### src/rtl/slowtime_pkg.sv
// Package: shared types for the time counter block.
// Assumes: only the three decoded register slots plus "none" are needed.
package slowtime_pkg;

    // Register slot chosen by the address decoder
    typedef enum logic [1:0] {
        SLOT_NONE   = 2'd0,
        SLOT_CNT_HI = 2'd1,
        SLOT_CNT_LO = 2'd2,
        SLOT_CTRL   = 2'd3
    } slot_e;

endpackage

### src/rtl/slowtime_decode.sv
// Module: address decoder for the time counter window.
// Maps a full byte offset onto one register slot. Any offset that does not
// match exactly gives SLOT_NONE.
// Assumes: the offsets are distinct and fit in ADDR_W bits.
module slowtime_decode
    import slowtime_pkg::*;
#(
    parameter int unsigned ADDR_W   = 12,
    parameter int unsigned OFF_HI   = 'h50,
    parameter int unsigned OFF_LO   = 'h54,
    parameter int unsigned OFF_CTRL = 'h38
) (
    input  logic [ADDR_W-1:0] addr,
    output slot_e             slot
);

    localparam logic [ADDR_W-1:0] A_HI   = ADDR_W'(OFF_HI);
    localparam logic [ADDR_W-1:0] A_LO   = ADDR_W'(OFF_LO);
    localparam logic [ADDR_W-1:0] A_CTRL = ADDR_W'(OFF_CTRL);

    // Compare the offset against each register address
    always_comb begin
        if (addr == A_HI) begin
            slot = SLOT_CNT_HI;
        end else if (addr == A_LO) begin
            slot = SLOT_CNT_LO;
        end else if (addr == A_CTRL) begin
            slot = SLOT_CTRL;
        end else begin
            slot = SLOT_NONE;
        end
    end

endmodule

### src/rtl/slowtime_count.sv
// Module: the running time count.
// Holds a CNT_W-bit count. A tick adds one to it. A write to either half
// patches that half in place, and a write takes priority over a tick in the
// same cycle. SPLIT_INC picks the increment: a split adder (lower half plus a
// carry-gated upper half) or one flat adder. Both give the same result.
// Assumes: LO_W <= DATA_W and CNT_W - LO_W <= DATA_W; wr_hi and wr_lo are
// never high together.
module slowtime_count #(
    parameter int unsigned CNT_W     = 47,
    parameter int unsigned LO_W      = 32,
    parameter int unsigned DATA_W    = 32,
    parameter bit          SPLIT_INC = 1'b1
) (
    input  logic              clk,
    input  logic              rst_n,
    input  logic              tick,
    input  logic              wr_hi,
    input  logic              wr_lo,
    input  logic [DATA_W-1:0] wdata,
    output logic [CNT_W-1:0]  cnt_q
);

    localparam int unsigned HI_W = CNT_W - LO_W;

    logic [CNT_W-1:0] cnt_inc;
    logic [CNT_W-1:0] cnt_nxt;

    generate
        if (SPLIT_INC) begin : g_split
            logic [LO_W-1:0] lo_inc;
            logic [HI_W-1:0] hi_inc;
            logic            lo_full;
            // Lower half plus one, and the upper half stepped only on carry
            always_comb begin
                lo_full = &cnt_q[LO_W-1:0];
                lo_inc  = cnt_q[LO_W-1:0] + LO_W'(1);
                hi_inc  = cnt_q[CNT_W-1:LO_W] + HI_W'(lo_full);
                cnt_inc = {hi_inc, lo_inc};
            end
        end else begin : g_flat
            // One adder over the whole count
            always_comb begin
                cnt_inc = cnt_q + CNT_W'(1);
            end
        end
    endgenerate

    // Choose the next count: a patch wins over a tick
    always_comb begin
        cnt_nxt = cnt_q;
        if (wr_lo) begin
            cnt_nxt = {cnt_q[CNT_W-1:LO_W], wdata[LO_W-1:0]};
        end else if (wr_hi) begin
            cnt_nxt = {wdata[HI_W-1:0], cnt_q[LO_W-1:0]};
        end else if (tick) begin
            cnt_nxt = cnt_inc;
        end
    end

    // Count register with synchronous reset
    always_ff @(posedge clk) begin
        if (!rst_n) begin
            cnt_q <= '0;
        end else begin
            cnt_q <= cnt_nxt;
        end
    end

endmodule

### src/rtl/slowtime_ctrl.sv
// Module: control word and power-off request.
// Stores every written bit. A write with both the enable bit and the command
// bit set raises off_req for the single cycle after the edge that takes it.
// Assumes: wr is a one-cycle strobe already qualified by the address.
module slowtime_ctrl #(
    parameter int unsigned DATA_W  = 32,
    parameter int unsigned EN_BIT  = 5,
    parameter int unsigned CMD_BIT = 6
) (
    input  logic              clk,
    input  logic              rst_n,
    input  logic              wr,
    input  logic [DATA_W-1:0] wdata,
    output logic [DATA_W-1:0] ctrl_q,
    output logic              off_req_q
);

    logic arm_hit;

    // Both power-off bits present in this write
    always_comb begin
        arm_hit = wr && wdata[EN_BIT] && wdata[CMD_BIT];
    end

    // Control word storage
    always_ff @(posedge clk) begin
        if (!rst_n) begin
            ctrl_q <= '0;
        end else if (wr) begin
            ctrl_q <= wdata;
        end
    end

    // One-cycle request pulse
    always_ff @(posedge clk) begin
        if (!rst_n) begin
            off_req_q <= 1'b0;
        end else begin
            off_req_q <= arm_hit;
        end
    end

endmodule

### src/rtl/slowtime_counter.sv
// Module: top of the always-on time counter.
// Decodes the register bus, routes writes to the count and control blocks,
// and builds read data in the same cycle from the address. The upper count
// window is zero-extended to the bus width.
// Assumes: a single-cycle bus; one write per cycle; tick_en is already in
// the clk domain.
module slowtime_counter
    import slowtime_pkg::*;
#(
    parameter int unsigned ADDR_W    = 12,
    parameter int unsigned DATA_W    = 32,
    parameter int unsigned CNT_W     = 47,
    parameter int unsigned LO_W      = 32,
    parameter int unsigned OFF_HI    = 'h50,
    parameter int unsigned OFF_LO    = 'h54,
    parameter int unsigned OFF_CTRL  = 'h38,
    parameter int unsigned EN_BIT    = 5,
    parameter int unsigned CMD_BIT   = 6,
    parameter bit          SPLIT_INC = 1'b1
) (
    input  logic              clk,
    input  logic              rst_n,
    input  logic              tick_en,
    input  logic [ADDR_W-1:0] bus_addr,
    input  logic              bus_we,
    input  logic [DATA_W-1:0] bus_wdata,
    output logic [DATA_W-1:0] bus_rdata,
    output logic              pwroff_req
);

    slot_e             slot;
    logic              wr_hi;
    logic              wr_lo;
    logic              wr_ctrl;
    logic [CNT_W-1:0]  cnt_q;
    logic [DATA_W-1:0] ctrl_q;

    slowtime_decode #(
        .ADDR_W  (ADDR_W),
        .OFF_HI  (OFF_HI),
        .OFF_LO  (OFF_LO),
        .OFF_CTRL(OFF_CTRL)
    ) u_decode (
        .addr(bus_addr),
        .slot(slot)
    );

    // Write strobes for each slot
    always_comb begin
        wr_hi   = bus_we && (slot == SLOT_CNT_HI);
        wr_lo   = bus_we && (slot == SLOT_CNT_LO);
        wr_ctrl = bus_we && (slot == SLOT_CTRL);
    end

    slowtime_count #(
        .CNT_W    (CNT_W),
        .LO_W     (LO_W),
        .DATA_W   (DATA_W),
        .SPLIT_INC(SPLIT_INC)
    ) u_count (
        .clk  (clk),
        .rst_n(rst_n),
        .tick (tick_en),
        .wr_hi(wr_hi),
        .wr_lo(wr_lo),
        .wdata(bus_wdata),
        .cnt_q(cnt_q)
    );

    slowtime_ctrl #(
        .DATA_W (DATA_W),
        .EN_BIT (EN_BIT),
        .CMD_BIT(CMD_BIT)
    ) u_ctrl (
        .clk      (clk),
        .rst_n    (rst_n),
        .wr       (wr_ctrl),
        .wdata    (bus_wdata),
        .ctrl_q   (ctrl_q),
        .off_req_q(pwroff_req)
    );

    // Read data selected by slot, zero for undecoded offsets
    always_comb begin
        case (slot)
            SLOT_CNT_HI: bus_rdata = DATA_W'(cnt_q[CNT_W-1:LO_W]);
            SLOT_CNT_LO: bus_rdata = DATA_W'(cnt_q[LO_W-1:0]);
            SLOT_CTRL:   bus_rdata = ctrl_q;
            default:     bus_rdata = '0;
        endcase
    end

endmodule

### config.mk
export PLATFORM = sky130hd
export DESIGN_NAME = slowtime_counter
export DESIGN_NICKNAME = d
export VERILOG_FILES = /design/src/rtl/slowtime_pkg.sv /design/src/rtl/slowtime_decode.sv /design/src/rtl/slowtime_count.sv /design/src/rtl/slowtime_ctrl.sv /design/src/rtl/slowtime_counter.sv
export SDC_FILE = /design/constraint.sdc
export NUM_CORES = 1
export LEC_CHECK = 0
export BUFFER_PORTS_ARGS = -buffer_cell sky130_fd_sc_hd__buf_2
export CORE_MARGIN = 1
export CORE_UTILIZATION = 56
export CTS_CLUSTER_DIAMETER = 80
export DETAILED_ROUTE_END_ITERATION = 10
export GPL_TIMING_DRIVEN = 0
export PLACE_DENSITY_LB_ADDON = 0.15
export SLEW_MARGIN = 20
export SYNTH_ARGS = -nofsm -noshare
export SYNTH_HDL_FRONTEND = slang
export SYNTH_SLANG_ARGS = --single-unit
### constraint.sdc
create_clock -name clk -period 3.9 [get_ports clk]
set_input_delay 0.78 -clock clk [delete_from_list [all_inputs] [get_ports clk]]
set_output_delay 0.78 -clock clk [all_outputs]
set_load 0.01 [all_outputs]
-- Yosys cells after proc, flatten, opt, wreduce, memory -nomap -nowiden
Index checks and enable logic that the tools add are counted.
- register bits after elaboration: 80
- input bits: 48
- output and inout bits: 33
- add/sub/neg operators: 2
- equal/unequal tests: 7
- muxes and demuxes: 7
- bitwise logic cells: 1
- reductions and logical operators: 10
- operator list (cell ; count):
    $pmux 32 s3 ; 1
    $mux 47 ; 2
    $add 32x1->32 const B ; 1
    $mux 32 ; 1
    $reduce_and 32->1 ; 1
    $eq 12x7->1 const B ; 2
    $add 15x1->15 ; 1
    $eq 12x6->1 const B ; 1
    $mux 2 ; 3
    $logic_and 1x1->1 ; 5
    $eq 2x2->1 const B ; 2
    $reduce_and 2->1 ; 2
    $reduce_bool 2->1 ; 2
    $eq 2x1->1 const B ; 1
    $ne 2x2->1 const B ; 1
    $not 1->1 ; 1

-- Longest topological paths before layout
- word-level depth: 8
- mapped depth: 11
- gate-level depth less buffers: 10

-- Modules after synthesis
Synthesis repeated with hierarchy kept, for this count alone.
- cells, all modules: 544
- area, all modules: 4917.2 um2
- modules (own cells, without submodules) (module ; instances ; cells each ; area an instance (um2) ; seq. area each (um2)):
    slowtime_count ; 1 ; 352 ; 2821.5 ; 940.9
    slowtime_ctrl ; 1 ; 105 ; 1272.5 ; 660.6
    slowtime_counter ; 1 ; 79 ; 740.7 ; 0.0
    slowtime_decode ; 1 ; 8 ; 82.6 ; 0.0

-- Least setup slack after synthesis
No wires, ideal clock.
- kind: input-to-output
- start point: input bus_addr[7]
- end point: output bus_rdata[16]
- arrival: 2221 ps
- path slack: 899 ps
- stages: 4
- buffers on the path: 1
- path through: or4b_1 > nor3_4 > clkbuf_1 > a22o_1
- cells in the longest elaborated chain, start to end: 6
- elaborated cells on any way between the ends: 10
- those cells by class: 6 x eq/ne; 4 x mux
- RTL lines (item ; line ; text):
    start: declaration ; slowtime_counter.sv:24 ; input logic [ADDR_W-1:0] bus_addr,
    $eq 12x6->1 ; slowtime_decode.sv:27 ; end else if (addr == A_CTRL) begin
    $mux 2 ; slowtime_decode.sv:27 ;
    $mux 2 ; slowtime_decode.sv:25 ; end else if (addr == A_LO) begin
    $mux 2 (*) ; slowtime_decode.sv:23 ; if (addr == A_HI) begin
    $eq 2x2->1 or $eq 2x1->1 (tied branches) ; slowtime_counter.sv:85 ; case (slot)
    $pmux 32 s3 (*) ; slowtime_counter.sv:85 ;
    end: declaration ; slowtime_counter.sv:27 ; output logic [DATA_W-1:0] bus_rdata,
Mark *: on every way between the ends. The rest lies on a longest branch, timed or not.

-- Worst setup path after layout
- start point: input bus_addr[7]
- end point: output bus_rdata[0]
Same word-level chain as after synthesis.

==> impl_metrics.csv <==
group,metric,value,unit
logic_synthesis,syn_area,0.00444,mm²
detailed_routing,firstDrtPassIters,7,
setup_path,path_class,"in -> out",
clock_tree,postCtsHoldBufs,0,
setup_path,critPathArrivalTime,2940,ps
setup_path,cp_common_cell,"buf_2",
detailed_routing,routed_wl,13100,µm
run_status,status,"finished clean",
grt,grt_max_degree,14,
setup_path,critPathLaunchType,"primary input",
detailed_routing,avgViaCountPerCell,6.09,
logic_synthesis,synth-seq-cells,80,
clock_tree,clock_latency,370,ps
setup_path,slowest_stage,"or4b_1",
clock_tree,cts-htree-levels,3,
floorplan,dieArea,0.00828,mm²
sta,clock-skew-final,15.2,ps
floorplan,rows,32,
min_path,hold_path.class,"reg -> reg",
detailed_routing,routedWlPerCell,17.5,µm
setup_path,critPathMaxFanout,10,
floorplan,core,0.00769,mm²
logic_synthesis,ys_types,53,
clock_tree,cts.sinks,80,
power,p_per_area,313,mW/mm²
sta,slew_violations,0,
finish,stdcell_count,750,
sta,rsz0062_at_grt,"false",
setup_path,critical-path-top-delay-family,"simple AND/OR/NAND/NOR gates",
finish,utilization,67.6,%
finish,fillers,705,
logic_synthesis,synth_top_cell_by_area,"dfxtp_1",
logic_synthesis,synth_ff_type,"dfxtp_1",
floorplan,io_pins,81,
placed_design,gp_congestion,0.948,
grt,grt_pass1_wl,21600,µm
clock_tree,cts_root_buf,"clkbuf_8",
grt,antenna_found_initial,0,
min_path,hold-path-cell-count,2,
logic_synthesis,syn_avg_cell_area,8.01,µm²
floorplan,start_util,57.7,%
power,ir_worst_vdd,216,µV
clock_tree,cts_resized,0,
sta,hold_viol,0,
floorplan,die_h,91.0,µm
logic_synthesis,synth_cells,554,
placed_design,placed_cell_area,0.00495,mm²
clock_tree,cts.clk_slew.worst_paths,80,ps
logic_synthesis,yosysTopAreaCellShare,36.1,%
run,cap_violations,0,
grt,grt_pass1_vias,4288,
clock_tree,ctsLongestPathBuffers,2,
setup_path,timing.critical_path.to_type,"primary output",
sta,slew_headroom,43.4,%
setup_path,worst-path-buf-inv,3,
logic_synthesis,async_flop_share,0,%
logic_synthesis,yosysWarnings,0,
placed_design,placed_cells_incl_taps,734,
setup_path,cp.depth,7,
sta,finalSetupViolations,0,
detailed_routing,drc_errors,0,
logic_synthesis,synth.area.top_cells,"dfxtp_1, nand2_1, o21ai_0",
grt,grtUsageTotal,32.9,%
logic_synthesis,ys_seq_area_share,36.1,%
placed_design,io_buffer_count,78,
setup_path,max_stage_delay,630,ps
detailed_routing,antenna_left,0,
sta,fin_crit_sh,95.5,%
finish,final_nets,694,
sta,worst_slew_pin_slew,842,ps
setup_path,crit_chain,"buf_2, or4b_1, nor3_4, clkbuf_1, nand2_1, o21ai_0, buf_2",
finish,final_cell_area,0.00519,mm²
power,power,1630,µW
sta,min_period,3720,ps
grt,grt.overflow.total,0,
detailed_routing,drt_iter0_markers,382,
logic_synthesis,synthesis.nets,605,
finish,drive_above_1_share,18.1,%
clock_tree,cts_tree,"yes",
detailed_routing,vias,4567,
sta,max_freq,268,MHz
logic_synthesis,synth-edff-count,0,
setup_path,crit_required,3120,ps
setup_path,ff2ff_path_depth,11,
sta,fin_tns_setup,0,ps
clock_tree,cts_buffers,9,
finish,area_growth,17.1,%
power,p_leak,0.00186,µW
placed_design,dpl.hpwl,9570,µm
clock_tree,post-cts-setup-buffers,0,
floorplan,die_x,91.0,µm
finish,diodes,0,
-- per-stage QoR --
step / setup slack (ps) / hold slack (ps)
after floorplan: 899 / 435
after global placement: 122 / 440
after detailed placement: 23.4 / 446
after CTS: 17.2 / 457
after global routing: 75.6 / 470
final: 175 / 457
-- cell families after synthesis --
kind of cell	after synthesis	share of synthesized area, %
flops	80	36.1
simple gates	202	23.8
fa+ha+maj	3	0.846
xor+xnor	40	7.90
mux	18	4.06
buf+inv	44	4.06
compound gates	167	23.2
-- worst reg2reg max path, delay by kind of cell (launching register included) --
| family | cells | cell delay (ps) |
|---|---|---|
| AO/OA/AOI/OAI | 2 | 340 |
| XOR/XNOR | 1 | 160 |
| adder cells (fa/ha/maj) | 3 | 740 |
| buffers and inverters | 1 | 180 |
| flip-flops | 1 | 470 |
| AND/OR/NAND/NOR | 4 | 1480 |
-- final cells by class --
cell class                 instances  area, µm²  share of cell area, %
timing repair buffer              78        390                   7.52
tap                              102        128                   2.46
inverter                           8       30.0                  0.578
buffer                            36        150                   2.89
multi-input combinational        430       2670                   51.5
clock buffer                      11        141                   2.72
sequential                        80       1600                   30.8
clock inverter                     5       80.1                   1.54
-- placed cells by master, fill, tap and decap left out, drive strengths merged, types with 2 or more instances in the layout --
cell type / instances
or4bb: 2
inv: 8
or4: 3
nor4: 15
and2: 5
bufinv: 2
o31a: 2
or4b: 2
nor3: 13
o31ai: 2
nand3: 17
xor2: 19
nand2: 96
ha: 3
dfxtp: 80
buf: 89
a22o: 17
mux2i: 18
and3: 6
xnor2: 21
a21oi: 44
and4: 5
a21boi: 32
clkbuf: 36
o21ai: 64
nor2: 7
clkinvlp: 2
nand4: 19
or3: 4
-- registers in the layout, indices dropped and copies added (netlist names) --
signal            cells
u_ctrl.ctrl_q        32
u_ctrl.off_req_q      1
u_count.cnt_q        47
-- cells in the mapped netlist (all sizes together), types with 8 or more instances --
cell type,n
nor3,13
mux2i,18
nand3,17
dfxtp,80
buf,11
a21boi,32
o21ai,64
nand4,19
nor4,15
a21oi,44
inv,8
a22o,17
xor2,19
clkbuf,25
nand2,96
xnor2,21
-- worst paths after layout --
kind | end | startpoint | slack, ps
max | bus_rdata[0] | bus_addr[7] | 180
min | u_ctrl.ctrl_q[18]$_SDFFE_PN0P_ | u_ctrl.ctrl_q[18]$_SDFFE_PN0P_ | 460
max reg2reg | u_count.cnt_q[46]$_SDFFE_PN0P_ | u_count.cnt_q[0]$_SDFFE_PN0P_ | 400
min reg2reg | u_ctrl.ctrl_q[18]$_SDFFE_PN0P_ | u_ctrl.ctrl_q[18]$_SDFFE_PN0P_ | 460
-- routing by layer --
layer / share of wire (%) / wire [µm] / GRT usage (%)
met1: 43 / 5680 / 44.2
met2: 46 / 6040 / 52.3
met5: 0 / 0 / 0
met3: 8.3 / 1090 / 4.77
met4: 2.4 / 318 / 14.7
-- power breakdown --
part / internal [µW] / total (µW) / switching (µW)
registers: 820 / 826 / 6.43
clock network: 377 / 695 / 318
logic: 42.3 / 104 / 61.5
No activity file was read; power rests on OpenSTA's default activity.
